==> src/rtl/pit_pkg.sv <==
package pit_pkg;

    // Operating mode held in the control bit at address 0
    typedef enum logic {
        MODE_INTR  = 1'b0,
        MODE_CLOCK = 1'b1
    } mode_e;

    // Per-cycle commands handed to the counter
    typedef struct packed {
        logic load;   // bit write in clock mode: reload from start value
        logic step;   // prescaler step
    } cnt_ctl_t;

    localparam int unsigned CTRL_ADDR = 0;

    function automatic mode_e mode_from_bit(input logic b);
        return b ? MODE_CLOCK : MODE_INTR;
    endfunction

endpackage

==> src/rtl/pit_prescaler.sv <==
module pit_prescaler #(
    parameter int unsigned PRESCALE = 64
) (
    input  logic clk,
    input  logic rst,
    output logic step
);
    localparam int unsigned PW = (PRESCALE > 1) ? $clog2(PRESCALE) : 1;
    localparam logic [PW-1:0] LAST = PW'(PRESCALE - 1);

    logic [PW-1:0] ph_q;

    always_ff @(posedge clk) begin
        if (rst) begin
            ph_q <= '0;
        end else if (ph_q == LAST) begin
            ph_q <= '0;
        end else begin
            ph_q <= ph_q + 1'b1;
        end
    end

    assign step = (ph_q == LAST);

    generate
        if (PRESCALE > 1) begin : g_gap_chk
            AST_STEP_GAP: assert property (@(posedge clk) disable iff (rst)
                step |=> !step) else $error("step on consecutive cycles");
        end
    endgenerate

endmodule

==> src/rtl/pit_counter.sv <==
module pit_counter
    import pit_pkg::*;
#(
    parameter int unsigned CNT_W = 14
) (
    input  logic             clk,
    input  logic             rst,
    input  cnt_ctl_t         ctl,
    input  logic [CNT_W-1:0] load_val,
    input  logic [CNT_W-1:0] start_q,
    output logic [CNT_W-1:0] cnt_q,
    output logic [CNT_W-1:0] cnt_d,
    output logic             irq_q
);
    localparam logic [CNT_W-1:0] ONE = CNT_W'(1);

    logic start_nz;
    logic irq_d;

    assign start_nz = (start_q != '0);

    always_comb begin
        cnt_d = cnt_q;
        if (ctl.load) begin
            cnt_d = load_val;
        end else if (ctl.step) begin
            if (cnt_q == '0 && start_nz) begin
                cnt_d = start_q;
            end else begin
                cnt_d = cnt_q - 1'b1;
            end
        end
    end

    always_comb begin
        irq_d = irq_q;
        if (ctl.load) begin
            irq_d = 1'b0;
        end else if (ctl.step && cnt_q == ONE && start_nz) begin
            irq_d = 1'b1;
        end
    end

    always_ff @(posedge clk) begin
        if (rst) begin
            cnt_q <= '0;
            irq_q <= 1'b0;
        end else begin
            cnt_q <= cnt_d;
            irq_q <= irq_d;
        end
    end

    AST_LOAD_COPIES: assert property (@(posedge clk) disable iff (rst)
        ctl.load |=> cnt_q == $past(load_val)) else $error("load missed");

    AST_LOAD_CLEARS: assert property (@(posedge clk) disable iff (rst)
        ctl.load |=> !irq_q) else $error("request survived load");

    AST_STEP_DEC: assert property (@(posedge clk) disable iff (rst)
        (ctl.step && !ctl.load && cnt_q != '0) |=> cnt_q == $past(cnt_q) - ONE)
        else $error("bad decrement");

    AST_IRQ_CAUSE: assert property (@(posedge clk) disable iff (rst)
        $rose(irq_q) |-> (cnt_q == '0 && start_q != '0))
        else $error("request without terminal count");

    AST_IRQ_STICKY: assert property (@(posedge clk) disable iff (rst)
        (irq_q && !ctl.load) |=> irq_q) else $error("request dropped");

endmodule

==> src/rtl/pit_access.sv <==
module pit_access
    import pit_pkg::*;
#(
    parameter int unsigned CNT_W  = 14,
    parameter int unsigned ADDR_W = 4
) (
    input  logic              clk,
    input  logic              rst,
    input  logic [ADDR_W-1:0] addr,
    input  logic              wr_en,
    input  logic              wr_data,
    input  logic              strobe,
    input  logic              step,
    input  logic [CNT_W-1:0]  cnt_d,
    output logic              load,
    output logic [CNT_W-1:0]  load_val,
    output logic [CNT_W-1:0]  start_q,
    output logic [CNT_W-1:0]  rb_q,
    output logic              rd_data
);
    mode_e            mode_q;
    logic [CNT_W-1:0] sel_oh;
    logic             ctrl_hit;
    logic             start_hit;
    logic             in_clock;

    assign ctrl_hit = (addr == ADDR_W'(CTRL_ADDR));
    assign in_clock = (mode_q == MODE_CLOCK);

    // One-hot select of the start/read-back bit named by the address
    always_comb begin
        for (int i = 0; i < int'(CNT_W); i++) begin
            sel_oh[i] = (addr == ADDR_W'(i + 1));
        end
    end

    assign start_hit = |sel_oh;
    assign load      = wr_en && in_clock && start_hit;
    assign load_val  = (start_q & ~sel_oh) | (sel_oh & {CNT_W{wr_data}});

    always_comb begin
        if (ctrl_hit) begin
            rd_data = in_clock;
        end else if (in_clock) begin
            rd_data = |(sel_oh & rb_q);
        end else begin
            rd_data = 1'b0;
        end
    end

    always_ff @(posedge clk) begin
        if (rst) begin
            mode_q  <= MODE_INTR;
            start_q <= '0;
            rb_q    <= '0;
        end else begin
            if (wr_en && ctrl_hit) begin
                mode_q <= mode_from_bit(wr_data);
            end
            if (load) begin
                start_q <= load_val;
            end
            if (strobe || (step && !in_clock)) begin
                rb_q <= cnt_d;
            end
        end
    end

    AST_RB_FROZEN: assert property (@(posedge clk) disable iff (rst)
        (in_clock && !strobe) |=> $stable(rb_q)) else $error("read-back moved");

    AST_INTR_WR_IGNORED: assert property (@(posedge clk) disable iff (rst)
        (wr_en && !in_clock && !ctrl_hit) |=> $stable(start_q))
        else $error("start changed in interrupt mode");

endmodule

==> src/rtl/pit_decrementer.sv <==
module pit_decrementer
    import pit_pkg::*;
#(
    parameter int unsigned CNT_W    = 14,
    parameter int unsigned PRESCALE = 64,
    parameter int unsigned ADDR_W   = 4
) (
    input  logic              clk,
    input  logic              rst,
    input  logic [ADDR_W-1:0] bit_addr,
    input  logic              bit_wr,
    input  logic              bit_wdata,
    output logic              bit_rdata,
    input  logic              sel_strobe,
    input  logic              lvl3_arm,
    input  logic              ext_lvl3,
    output logic              tmr_irq,
    output logic              lvl3_req
);
    logic             step;
    logic             load;
    logic [CNT_W-1:0] load_val;
    logic [CNT_W-1:0] start_q;
    logic [CNT_W-1:0] rb_q;
    logic [CNT_W-1:0] cnt_q;
    logic [CNT_W-1:0] cnt_d;
    cnt_ctl_t         ctl;

    assign ctl.load = load;
    assign ctl.step = step;

    pit_prescaler #(.PRESCALE(PRESCALE)) u_presc (
        .clk  (clk),
        .rst  (rst),
        .step (step)
    );

    pit_access #(.CNT_W(CNT_W), .ADDR_W(ADDR_W)) u_access (
        .clk      (clk),
        .rst      (rst),
        .addr     (bit_addr),
        .wr_en    (bit_wr),
        .wr_data  (bit_wdata),
        .strobe   (sel_strobe),
        .step     (step),
        .cnt_d    (cnt_d),
        .load     (load),
        .load_val (load_val),
        .start_q  (start_q),
        .rb_q     (rb_q),
        .rd_data  (bit_rdata)
    );

    pit_counter #(.CNT_W(CNT_W)) u_cnt (
        .clk      (clk),
        .rst      (rst),
        .ctl      (ctl),
        .load_val (load_val),
        .start_q  (start_q),
        .cnt_q    (cnt_q),
        .cnt_d    (cnt_d),
        .irq_q    (tmr_irq)
    );

    // Timer owns level 3 while a nonzero start value enables it
    assign lvl3_req = lvl3_arm && ((start_q != '0) ? tmr_irq : ext_lvl3);

    AST_STROBE_COPY: assert property (@(posedge clk) disable iff (rst)
        sel_strobe |=> rb_q == cnt_q) else $error("strobe copy wrong");

endmodule

==> config.mk <==
export PLATFORM = sky130hd
export DESIGN_NAME = pit_decrementer
export DESIGN_NICKNAME = d
export VERILOG_FILES = /design/src/rtl/pit_pkg.sv /design/src/rtl/pit_prescaler.sv /design/src/rtl/pit_counter.sv /design/src/rtl/pit_access.sv /design/src/rtl/pit_decrementer.sv
export SDC_FILE = /design/constraint.sdc
export NUM_CORES = 1
export LEC_CHECK = 0
export CAP_MARGIN = 20
export CORE_MARGIN = 4
export CORE_UTILIZATION = 60
export CTS_CLUSTER_DIAMETER = 60
export DETAILED_ROUTE_END_ITERATION = 6
export GPL_TIMING_DRIVEN = 0
export PLACE_DENSITY = 0.84
export SKIP_CTS_REPAIR_TIMING = 1
export SLEW_MARGIN = 20
export SYNTH_ARGS = -nofsm -noshare
export SYNTH_HDL_FRONTEND = slang
export SYNTH_SLANG_ARGS = --single-unit
==> constraint.sdc <==
create_clock -name clk -period 6.65 [get_ports clk]
set_input_delay 1.33 -clock clk [delete_from_list [all_inputs] [get_ports clk]]
set_output_delay 1.33 -clock clk [all_outputs]
set_load 0.01 [all_outputs]
# Word-level counts from Yosys, hierarchy flattened
# Cells that the tools add are included.
# totals
out_inout_bits	3
elab_cells	53
input_bits	11
ff_bits	50
# op_classes
n_mux	7
eq_ne	16
bitwise_logic	5
n_reduce_logical	17
n_addsub	2
# op_table
cell	n
AND 14 bit	3
two-way mux 14 bit	3
equality test 4 bit (second input constant)	7
OR reduction 14 bit	2
equality test 4 x 3 -> 1 bit (second input constant)	4
equality test 14 x 1 -> 1 bit (second input constant)	1
zero test 14 bit	1
inverter 14 bit	1
OR 14 bit	1
nonzero test 14 bit	1
subtractor 14 x 1 -> 14 bit (second input constant)	1
equality test 4 x 2 -> 1 bit (second input constant)	2
logical AND 1 bit	8
adder 6 x 1 -> 6 bit (second input constant)	1
equality test 6 bit (second input constant)	1
equality test 4 x 1 -> 1 bit (second input constant)	1
zero test 4 bit	1
two-way mux 1 bit	4
OR reduction 2 bit	2
zero test 1 bit	1
logical OR 1 bit	1

# Logic depth before layout (Yosys ltp)
# Gate-level depths: netlist of run 1.
# logic_depth
ltp_word	5
mapped_depth	9
depth_no_buf	8

# Modules after synthesis
# From an unflattened synthesis of run 1, not the netlist that was laid out.
# unflattened
cells_unflattened	365
area_unflattened_um2	3125.5
# modules_own_cells
mod	instances	area_each_um2	cells_per_inst
pit_access	1	1559.0	168
pit_counter	1	1282.5	165
pit_prescaler	1	237.7	24
pit_decrementer	1	46.3	8

# Least setup slack after synthesis of run 1
# Ideal clock, no wire load.
# synth_path
path_type	input-to-output
from	input port bit_addr[2]
to	output port bit_rdata
stages	6
t_arrival_ns	2.615
setup_slack_ns	2.705
n_path_buf	2
path_cell_list	clkbuf_1 buf_1 mux2i_1 o311ai_0 o21ai_0 a21oi_1
# synth_between
elab_chain_len	5
elab_cells_between_ends	19
# synth_lines
item	line	text
from (decl)	pit_decrementer.sv:10	input logic [ADDR_W-1:0] bit_addr,
equality test 4 x 1 -> 1 bit (tied with other cells)	pit_access.sv:33	sel_oh[i] = (addr == ADDR_W'(i + 1));
AND 14 bit	pit_access.sv:45	rd_data = |(sel_oh & rb_q);
OR reduction 14 bit	pit_access.sv:45	
two-way mux 1 bit	pit_access.sv:44	end else if (in_clock) begin
two-way mux 1 bit (*)	pit_access.sv:42	if (ctrl_hit) begin
to (decl)	pit_decrementer.sv:13	output logic bit_rdata,
# Mark *: on every way between the ends. The rest lies on a longest branch, timed or not.

# Worst setup path in the final report of run 1
# Same ends and word-level chain as after synthesis.

==> metrics.log, run 1 <==
INFO  metric outcome = completed
INFO  metric crit_family = buffers and inverters
INFO  metric dp_hpwl = 6247 microns
INFO  metric wire_length_of_the_first_global_routing_pass = 13660 microns
INFO  metric crit_path_start_kind = input port
INFO  metric leakagePower = 1.099 nW
INFO  metric slowest_stage = sky130_fd_sc_hd__clkdlybuf4s50_1
INFO  metric synth_cell_types = 58
INFO  metric ir_drop = 0.1304 mV
INFO  metric clock_path_buffers = 2
INFO  metric die_width = 76.85 microns
INFO  metric ctsRootBufferMaster = sky130_fd_sc_hd__clkbuf_8
INFO  metric timing.critical_path.to_type = primary output
INFO  metric synth-async-reset-ratio = 0
INFO  metric syn_area_per_cell = 7.813 sq um
INFO  metric tritoncts_clock_tree = built
INFO  metric synth.area.top_cells = sky130_fd_sc_hd__dfxtp_1 (35%), sky130_fd_sc_hd__nor2_1 (6.6%), sky130_fd_sc_hd__a21oi_1 (4.6%)
INFO  metric cts_buffers = 5
INFO  metric critical_path_arrival = 3840 ps
INFO  metric clk_transition_reported_paths = 90 ps
INFO  metric total_number_of_placement_rows = 24
INFO  metric postSynthNetCount = 378
INFO  metric mappedNetlistArea = 2844 sq um
INFO  metric grt_antenna_before_repair = 0
INFO  metric routed_wirelength = 8424 microns
INFO  metric max-slew-margin-rel = 0.4578
INFO  metric worstPathRequired = 5320 ps
INFO  metric netlist_instances = 364
INFO  metric timing.reg2reg.setup_slack = 4040 ps
INFO  metric gp_congestion = 0.9560
INFO  metric synth_enable_flop_cells = 0
INFO  metric timing.clock.skew = 9.392 ps
INFO  metric synth_top_area_cell = sky130_fd_sc_hd__dfxtp_1
INFO  metric ctsHtreeMaxLevel = 2
INFO  metric placement.io_buffers = 12
INFO  metric route.detailed.drc = 0
INFO  metric dr.pass1.iters = 5
INFO  metric synth-seq-cells = 50
INFO  metric tightestPinTransition = 813.2 ps
INFO  metric worstSkewPairLatency = 310 ps
INFO  metric pwr_density_cell = 179.5 nW/um^2
INFO  metric report.final.slew_viol_count = 0
INFO  metric crit_path_cell_chain = clkdlybuf4s50_1 > clkbuf_1 > buf_1 > mux2i_1 > o311ai_0 > o21ai_0 > a21oi_1 > clkdlybuf4s50_1
INFO  metric vias_in_the_first_global_route = 2666
INFO  metric dieHeight = 76.85 microns
INFO  metric final_nets = 397
INFO  metric path_buf_inv = 4
INFO  metric max_cap_violations = 0
INFO  metric drive_above_1_share = 0.05469
INFO  metric ys.flop_type = sky130_fd_sc_hd__dfxtp_1
INFO  metric grt-ovfl-total = 0
INFO  metric die_area = 5905 sq um
INFO  metric worst_hold_path_type = flop to flop
INFO  metric io_pins = 14
INFO  metric setup_repair_after_global_routing_missed_its_margin = false
INFO  metric layout-area-overhead-vs-synth = 9.987%
INFO  metric fmaxAchievable = 0.1933 GHz
INFO  metric grt_max_degree = 17
INFO  metric viasPerCell = 6.791
INFO  metric antenna_violating_nets_left = 0
INFO  metric wl_per_cell = 19.32 microns
INFO  metric timing.setup.tns = 0 ps
INFO  metric synth_largest_type_area_fraction = 0.3520
INFO  metric final-hold-violation-count = 0
INFO  metric finish.utilization = 0.6991
INFO  metric vias = 2961
INFO  metric timing.final.crit_share = 0.7781
INFO  metric critPathMaxStageDelay = 550 ps
INFO  metric starting_density_of_the_core = 0.6356
INFO  metric crit_fanout = 10
INFO  metric synth_warnings = 0
INFO  metric final_period_minus_worst_setup_slack = 5174 ps
INFO  metric core_footprint = 4474 sq um
INFO  metric diodes = 0
INFO  metric ys_seq_area_frac = 0.3520
INFO  metric first_iter_violations = 457
INFO  metric gr-usage-all-layers = 0.2931
INFO  metric cts.sink_count = 50
INFO  metric crit_top_cell = sky130_fd_sc_hd__clkdlybuf4s50_1
INFO  metric hold_ws = 461.2 ps
INFO  metric critPathKind = input port to primary output
INFO  metric synth.top_cells.by_count = sky130_fd_sc_hd__dfxtp_1 (50), sky130_fd_sc_hd__nor2_1 (50), sky130_fd_sc_hd__a21oi_1 (26), sky130_fd_sc_hd__nand2_1 (26), sky130_fd_sc_hd__nor3_1 (26)
INFO  metric setup_viol = 0
worst paths after layout:
check / cells past startpoint / to / start
worst max-delay path: 8 / bit_rdata / bit_addr[2]
worst min-delay path: 2 / u_access.rb_q[8] / u_access.rb_q[8]
worst max register to register: 8 / u_access.rb_q[6] / u_presc.ph_q[0]
worst min register to register: 2 / u_access.rb_q[8] / u_access.rb_q[8]
per-stage QoR:
step           instance area, sq um  total power, W  worst slack, ps  std cells
2_1_floorplan                  2844       0.0003512             2705        364
3_3_place_gp                   3029       0.0003711             1530        428
3_5_place_dp                   3029       0.0003720             1543        428
4_1_cts                        3128       0.0005584             1531        436
5_1_grt                        3128       0.0005808             1378        436
6_report                       3128       0.0005614             1476        436
cells in the final DEF, fill, tap and decap left out, types with 6 or more instances in the layout:
cell,n
sky130_fd_sc_hd__nor2_1,50
sky130_fd_sc_hd__dfxtp_1,50
sky130_fd_sc_hd__a21oi_1,26
sky130_fd_sc_hd__nand2_1,26
sky130_fd_sc_hd__nor3_1,26
sky130_fd_sc_hd__clkbuf_1,20
sky130_fd_sc_hd__mux2i_1,13
sky130_fd_sc_hd__nor4_1,12
sky130_fd_sc_hd__nand3_1,12
sky130_fd_sc_hd__clkdlybuf4s50_1,12
sky130_fd_sc_hd__o21ai_0,10
sky130_fd_sc_hd__a211oi_1,10
sky130_fd_sc_hd__nand4_1,8
sky130_fd_sc_hd__inv_1,7
sky130_fd_sc_hd__or3_1,6
sky130_fd_sc_hd__clkbuf_8,6
tightest hold or removal path, cell delays in order, from the launching register on:
cell and delay [ps]:
sky130_fd_sc_hd__dfxtp_1 320, sky130_fd_sc_hd__nand2_1 50, sky130_fd_sc_hd__a21oi_1 50
layer usage:
layer	global-route usage	routed length (microns)	vias to the layer above	share of wire
met4	0.09783	254	0	0.030
li1	-	-	1387	-
met3	0.04450	1015	28	0.12
met2	0.4617	3702	192	0.44
met1	0.4092	3452	1354	0.41
met5	0	0	-	0
state kept, by name (all words and copies together) (netlist names):
signal             count
u_access.start_q      14
u_cnt.cnt_q           14
u_access.rb_q         14
u_cnt.irq_q            1
u_presc.ph_q           6
u_access.in_clock      1
layout make-up:
class	count	area (sq um)
flip-flops and latches	50	1001
clock buffers	6	82.58
well taps	52	65.06
plain buffers	28	118.9
clock inverters	2	16.27
inverters	7	26.28
repair buffers	12	120.1
fillers	373	1346
multi-input cells	279	1698
cell families (layout without fill, tap and decap cells):
family / count (synthesis) / count (layout) / synth area share
muxes: 13 / 13 / 0.04575
adders and majority gates: 3 / 3 / 0.01320
AOI/OAI and AO/OA: 88 / 88 / 0.2121
and+or+nand+nor: 169 / 169 / 0.3075
DFF: 50 / 50 / 0.3520
buffers and inverters: 35 / 55 / 0.05103
xor gates and xnor gates: 6 / 6 / 0.01848
power breakdown:
group          internal (W)  total (W)  switching (W)
sequential         0.000304   0.000307     0.00000360
clock             0.0000859   0.000194       0.000108
combinational     0.0000215  0.0000599      0.0000384
total              0.000411   0.000561       0.000150
Note: power is estimated with default switching activity, not from simulation.
==> run 2, diff against run 1 <==
==> constraint.sdc (replaced) <==
create_clock -name clk -period 5.21 [get_ports clk]
set_input_delay 1.042 -clock clk [delete_from_list [all_inputs] [get_ports clk]]
set_output_delay 1.042 -clock clk [all_outputs]
set_load 0.01 [all_outputs]
==> results of run 2 <==
The final DEF is identical to that of run 1. Status: completed.
Among the figures that moved: setup slack after placement 1543 ps -> 679.1 ps; setup slack after layout 1476 ps -> 611.6 ps; register-to-register setup slack 4040 ps -> 2600 ps; total power 0.0005614 W -> 0.0007165 W; worst IR drop on VDD 0.1304 mV -> 0.1664 mV
